<file path="src/rtl/i2c_subaddr_regbank.sv">
`timescale 1ns/1ps
module i2c_subaddr_regbank #(
  parameter int NREG = 16
) (
  input  logic               clk,
  input  logic               rst_n,
  input  logic [1:0]         addr_sel,
  input  logic               scl_i,
  input  logic               sda_i,
  output logic               sda_oe,
  output logic               dev_reset,
  output logic [15:0]        ctrl_q,
  output logic [16*NREG-1:0] bank_a_q
);
  localparam int AW = $clog2(NREG);

  typedef enum logic [2:0] {ST_IDLE, ST_DEV, ST_SUB, ST_RAH, ST_RAL, ST_DH, ST_DL, ST_TX} st_t;

  logic [1:0] scl_sy, sda_sy;
  logic       scl_d, sda_d;

  always_ff @(posedge clk or negedge rst_n)
    if (!rst_n) begin
      scl_sy <= 2'b11; sda_sy <= 2'b11; scl_d <= 1'b1; sda_d <= 1'b1;
    end else begin
      scl_sy <= {scl_sy[0], scl_i};
      sda_sy <= {sda_sy[0], sda_i};
      scl_d  <= scl_sy[1];
      sda_d  <= sda_sy[1];
    end

  wire scl_s     = scl_sy[1];
  wire sda_s     = sda_sy[1];
  wire scl_rise  = scl_s & ~scl_d;
  wire scl_fall  = ~scl_s & scl_d;
  wire start_det = scl_s & scl_d & sda_d & ~sda_s;
  wire stop_det  = scl_s & scl_d & ~sda_d & sda_s;

  logic [6:0] dev_addr;
  always_comb
    case (addr_sel)
      2'd1:    dev_addr = 7'h42;
      2'd2:    dev_addr = 7'h44;
      default: dev_addr = 7'h40;
    endcase

  st_t         state;
  logic [3:0]  cnt;
  logic [7:0]  sh, sub, dh;
  logic [15:0] ra, wdata, txsh, rd_word;
  logic        pend, rd_armed, tx_load, tx_second, mack;
  logic [15:0] bank_a [NREG];
  logic [15:0] bank_b [NREG];
  logic [NREG-1:0] b_nz;

  wire fall8  = scl_fall && cnt == 4'd8;
  wire fall9  = scl_fall && cnt == 4'd9;
  wire sub_ok = sh == 8'h00 || sh == 8'h10 || sh == 8'h11 || sh == 8'h12 || sh == 8'h13;
  wire ra_hit = ra[15:AW] == '0;
  wire [AW-1:0] ra_idx = ra[AW-1:0];
  wire commit = fall9 && pend;

  assign dev_reset = ctrl_q[15];

  always_comb
    case (sub)
      8'h00:   rd_word = ctrl_q;
      8'h13:   rd_word = ra_hit ? bank_b[ra_idx] : 16'h0000;
      default: rd_word = 16'h0000;
    endcase

  always_ff @(posedge clk or negedge rst_n) begin
    if (!rst_n) begin
      state <= ST_IDLE; cnt <= '0; sh <= '0; sub <= '0; dh <= '0; ra <= '0;
      wdata <= '0; txsh <= '0; pend <= 1'b0; rd_armed <= 1'b0; tx_load <= 1'b0;
      tx_second <= 1'b0; mack <= 1'b0; sda_oe <= 1'b0; ctrl_q <= '0;
    end else if (start_det) begin
      state <= ST_DEV; cnt <= '0; sda_oe <= 1'b0; pend <= 1'b0;
    end else if (stop_det) begin
      state <= ST_IDLE; cnt <= '0; sda_oe <= 1'b0; pend <= 1'b0; rd_armed <= 1'b0;
    end else if (scl_rise) begin
      if (cnt < 4'd8) sh <= {sh[6:0], sda_s};
      else            mack <= ~sda_s;
      cnt <= cnt + 4'd1;
    end else if (fall8) begin
      sda_oe <= 1'b0;
      case (state)
        ST_DEV:
          if (sh[7:1] == dev_addr && (!sh[0] || rd_armed)) begin
            sda_oe <= 1'b1;
            if (sh[0]) begin
              state <= ST_TX; txsh <= rd_word; tx_load <= 1'b1; tx_second <= 1'b0;
            end else begin
              state <= ST_SUB; rd_armed <= 1'b0;
            end
          end else begin
            state <= ST_IDLE; rd_armed <= 1'b0;
          end
        ST_SUB:
          if (sub_ok) begin
            sda_oe <= 1'b1; sub <= sh;
            if (sh == 8'h00) begin state <= ST_DH; rd_armed <= 1'b1; end
            else state <= ST_RAH;
          end else state <= ST_IDLE;
        ST_RAH: begin sda_oe <= 1'b1; ra[15:8] <= sh; state <= ST_RAL; end
        ST_RAL: begin
          sda_oe <= 1'b1; ra[7:0] <= sh;
          if (sub[0]) begin rd_armed <= 1'b1; state <= ST_IDLE; end
          else state <= ST_DH;
        end
        ST_DH: begin sda_oe <= 1'b1; dh <= sh; state <= ST_DL; end
        ST_DL: begin sda_oe <= 1'b1; wdata <= {dh, sh}; pend <= 1'b1; end
        default: ;
      endcase
    end else if (fall9) begin
      cnt <= '0; sda_oe <= 1'b0;
      if (pend) begin
        pend <= 1'b0; state <= ST_IDLE;
        if (sub == 8'h00) ctrl_q <= wdata;
      end
      if (state == ST_TX) begin
        if (tx_load) begin
          tx_load <= 1'b0; sda_oe <= ~txsh[15];
        end else if (mack && !tx_second) begin
          tx_second <= 1'b1; txsh <= {txsh[14:0], 1'b0}; sda_oe <= ~txsh[14];
        end else state <= ST_IDLE;
      end
    end else if (scl_fall && state == ST_TX && cnt != 4'd0) begin
      txsh <= {txsh[14:0], 1'b0}; sda_oe <= ~txsh[14];
    end
  end

  always_ff @(posedge clk or negedge rst_n) begin
    if (!rst_n) begin
      for (int i = 0; i < NREG; i++) begin bank_a[i] <= '0; bank_b[i] <= '0; end
    end else if (ctrl_q[15]) begin
      for (int i = 0; i < NREG; i++) begin bank_a[i] <= '0; bank_b[i] <= '0; end
    end else if (commit && ra_hit) begin
      if (sub == 8'h10) bank_a[ra_idx] <= wdata;
      if (sub == 8'h12) bank_b[ra_idx] <= wdata;
    end
  end

  for (genvar g = 0; g < NREG; g++) begin : g_flat
    assign bank_a_q[16*g +: 16] = bank_a[g];
    assign b_nz[g] = |bank_b[g];
  end

  assert_hold_clear_R9: assert property (@(posedge clk) disable iff (!rst_n)
    ctrl_q[15] |=> (bank_a_q == '0 && b_nz == '0));

  assert_commit_path_R4: assert property (@(posedge clk) disable iff (!rst_n)
    !$stable(bank_a_q) |-> ($past(ctrl_q[15]) || $past(state == ST_DL)));

  assert_oe_scl_low_R11: assert property (@(posedge clk) disable iff (!rst_n)
    !$stable(sda_oe) |-> (!$past(scl_s) || $past(start_det) || $past(stop_det)));

  assert_stop_release_R11: assert property (@(posedge clk) disable iff (!rst_n)
    stop_det |=> !sda_oe);

  assert_sub_nack_R2: assert property (@(posedge clk) disable iff (!rst_n)
    (state == ST_SUB && fall8 && !sub_ok) |=> (!sda_oe && state == ST_IDLE));
endmodule

</file>
<file path="config.mk">
export PLATFORM = sky130hd
export DESIGN_NAME = i2c_subaddr_regbank
export DESIGN_NICKNAME = d
export VERILOG_FILES = /design/src/rtl/i2c_subaddr_regbank.sv
export SDC_FILE = /design/constraint.sdc
export NUM_CORES = 1
export LEC_CHECK = 0
export BUFFER_PORTS_ARGS = -buffer_cell sky130_fd_sc_hd__buf_2
export CAP_MARGIN = 20
export CORE_UTILIZATION = 45
export DETAILED_ROUTE_END_ITERATION = 8
export SYNTH_ARGS = -nofsm -noshare
export SYNTH_HDL_FRONTEND = slang
export SYNTH_SLANG_ARGS = --single-unit
</file>
<file path="constraint.sdc">
create_clock -name clk -period 2.8 [get_ports clk]
set_input_delay 0.56 -clock clk [delete_from_list [all_inputs] [get_ports clk]]
set_output_delay 0.56 -clock clk [all_outputs]
set_load 0.01 [all_outputs]
</file>
==> results_dict.tcl <==
set metrics [dict create \
    worstHoldPathCells 1 \
    crit_buf_inv 1 \
    vias 19200 \
    dieArea_sq_mm 0.0661 \
    dr.pass1.iters 5 \
    max-vdd-ir-drop_v 0.000403 \
    wl_per_cell_um 24.3 \
    cts.htree.levels 3 \
    leakagePower_nw 18.4 \
    grt-ovfl-total 0 \
    yosysSeqAreaShare_pct 52.9 \
    grt_pass1_wl_um 128000 \
    min_period_ns 2.57 \
    worstReg2RegStart "ra[0]" \
    syn_area_sq_mm 0.0293 \
    viasPerCell 5.55 \
    dp_slack_ns 0.177 \
    area.growth.synth_to_final_pct 16.4 \
    io_buffer_count 279 \
    synth_seq_cells 619 \
    multi_input_area_sq_mm 0.0129 \
    wl_met3_um 4860 \
    setup_viol 0 \
    start_util_pct 45.5 \
    avgSynthCellArea_sq_um 12.7 \
    relSlewSlack_pct 24.6 \
    rr_endpoint "txsh[6]" \
    cts.sinks 619 \
    fin_crit_sh_pct 91.7 \
    row_count 93 \
    dp_hpwl_um 52800 \
    yosys-top-cells-count "dfrtp_1, nand2b_1, mux2i_1, clkbuf_1, mux4_2" \
    antenna_found_initial 2 \
    io_pins 280 \
    hold_violations 0 \
    worstPathArrival_ns 3.05 \
    netlist_instances 2303 \
    cp_cell_sequence "buf_12 > mux4_2 > o22ai_1 > nor2_1 > a221oi_1 > o31ai_1" \
    max_freq_mhz 389 \
    critPathKind "flip-flop to flip-flop" \
    grt_max_degree 224 \
    maxCapViolCount 0 \
    wirelength_um 83700 \
    status "finished clean" \
    required_ns 3.28 \
    die-width_um 257 \
    worst_pin_slew_ns 1.13 \
    fin_nets 2556 \
    clkSlewWorstSetupHoldPaths_ns 0.06 \
    startpoint_type "flip-flop" \
    synth_edf_count 0 \
    critical-path-max-stage-delay_ns 0.70 \
    crit_path_top_delay_cell "dfrtp_4" \
    routabilityCongestion 0.818 \
    startpoint "ra[0]" \
    rrSetupSlack_ns 0.23 \
    cp_max_fo 18 \
    grt_pass1_vias 20000 \
    postCtsSetupBuffers 0 \
    cts_tree "done" \
    yosys.area.top_type_share_pct 52.4 \
    final_antenna_net_count 0 \
    ff_latch_area_sq_mm 0.0155 \
    ys_types 64 \
    critPathCaptureType "flip-flop" \
    worstHoldStart "scl_i" \
    fin_ws_ns 0.232 \
    clockBufferDepth 3 \
    wl_met2_um 39300 \
    ys.flop_type "dfrtp_1" \
    setup-tns-final_ns 0 \
    synthesis.nets 2312 \
    clk_latency_ns 0.62 \
    hold_path.class "primary input to flip-flop" \
    drc 0 \
    drive_gt1_share_pct 25.6 \
    initialDrtViolationCount 1555 \
    yosys-top-cells-area "dfrtp_1, mux2i_1, nand2b_1" \
    rsz0062_at_grt "false" \
    power_density_mw_per_mm2 575 \
    reg2regPathDepth 6 \
    yosysTopAreaCell "dfrtp_1" \
    synth_most_common_cell "dfrtp_1" \
    fill_cells 5544 \
    root_buffer "clkbuf_16" \
    ys_warn_count 0 \
    async_flop_share_pct 100 \
    top_layer_used "met4" \
    cts_resized 0 \
    drv_slew 0 \
    grt_use_total_pct 25.5 \
    hold_end "scl_sy[0]" \
    core_area_sq_mm 0.0643 \
    crit_family "compound AO/OA/AOI/OAI gates" \
    met1Wirelength_um 37300 \
    die_h_um 257 \
    clock_skew_ns 0.0179 \
    cts_buffers 70 \
]
-- stage by stage --
step           hold slack [ns]  utilization [%]  area, sq um  cells  power (W)
3_5_place_dp             0.349             49.4        31800   3329     0.0106
3_3_place_gp             0.347             49.4        31800   3329     0.0106
6_report                0.0496             53.0        34100   3450     0.0196
5_1_grt                 0.0359             53.0        34100   3449     0.0203
2_1_floorplan            0.264                -        29300   2303     0.0100
4_1_cts                 0.0152             53.0        34100   3449     0.0198
-- kinds of logic (layout without fill, tap and decap cells) --
family	count (synthesis)	count (layout)	synth area share [%]
AND/OR/NAND/NOR	699	699	15.7
flip-flops	619	619	52.9
XOR/XNOR	5	5	0.150
buffers and inverters	203	494	3.17
AO/OA/AOI/OAI	130	130	2.98
adder cells (fa/ha/maj)	3	3	0.128
other	0	1	0
multiplexers	644	644	24.9
-- flip-flops by register name (all words and copies together) (netlist names), 8 cells and up --
signal and cells:
bank_a_q 256, txsh 16, ra 16, bank_b 256
ctrl_q 16, dh 8, wdata 16, sh 8
sub 8
-- power by group --
part           total, W  internal [W]  switching, W
logic           0.00106      0.000379      0.000682
registers       0.00938       0.00914      0.000241
clock network   0.00915       0.00531       0.00384
total            0.0196        0.0148       0.00476
-- cell type report --
cell class                      instances  share of cell area [%]
Clock inverter                         26                   0.881
Multi-Input combinational cell       1481                    37.9
Sequential cell                       619                    45.5
Tap cell                              855                    3.14
Timing Repair Buffer                  365                    6.76
Antenna cell                            1                 0.00734
Clock buffer                           93                    5.75
Inverter                               10                   0.110
-- layer usage --
metal	GRT usage, %	vias to the layer above
met5	0	-
met4	8.20	0
met3	5.12	142
met2	40.2	506
met1	35.2	10000
li1	-	8488
-- cell usage in the layout (no fill, tap or decap), types with 17 or more instances in the layout --
cell,netlist,layout
buf_2,31,278
o22ai_1,32,32
dfrtp_1,613,610
mux2i_1,516,516
nand3_4,21,21
o21ai_0,30,30
buf_4,9,65
buf_12,0,20
nand2b_1,537,521
mux4_2,62,62
nor2_1,42,42
mux2_2,58,58
a221oi_1,17,17
o31ai_1,21,21
clkbuf_16,0,70
nand2_1,18,18
-- how the worst max path moves through the flow --
stage / to / slack [ns] / cells after the start
floorplan: bank_b[245] / 0.42 / 7
global placement: txsh[13] / 0.24 / 6
detailed placement: txsh[13] / 0.18 / 6
CTS: txsh[13] / 0.19 / 6
global route: txsh[6] / 0.11 / 6
finish: txsh[6] / 0.23 / 6
-- repair_timing --
| action | in CTS | in global routing |
|---|---|---|
| endpoints found under the hold margin | 44 | 0 |
| endpoints found under the setup margin | 0 | 0 |
| hold buffers | 1 | 0 |
No activity file was read; power rests on OpenSTA's default activity.
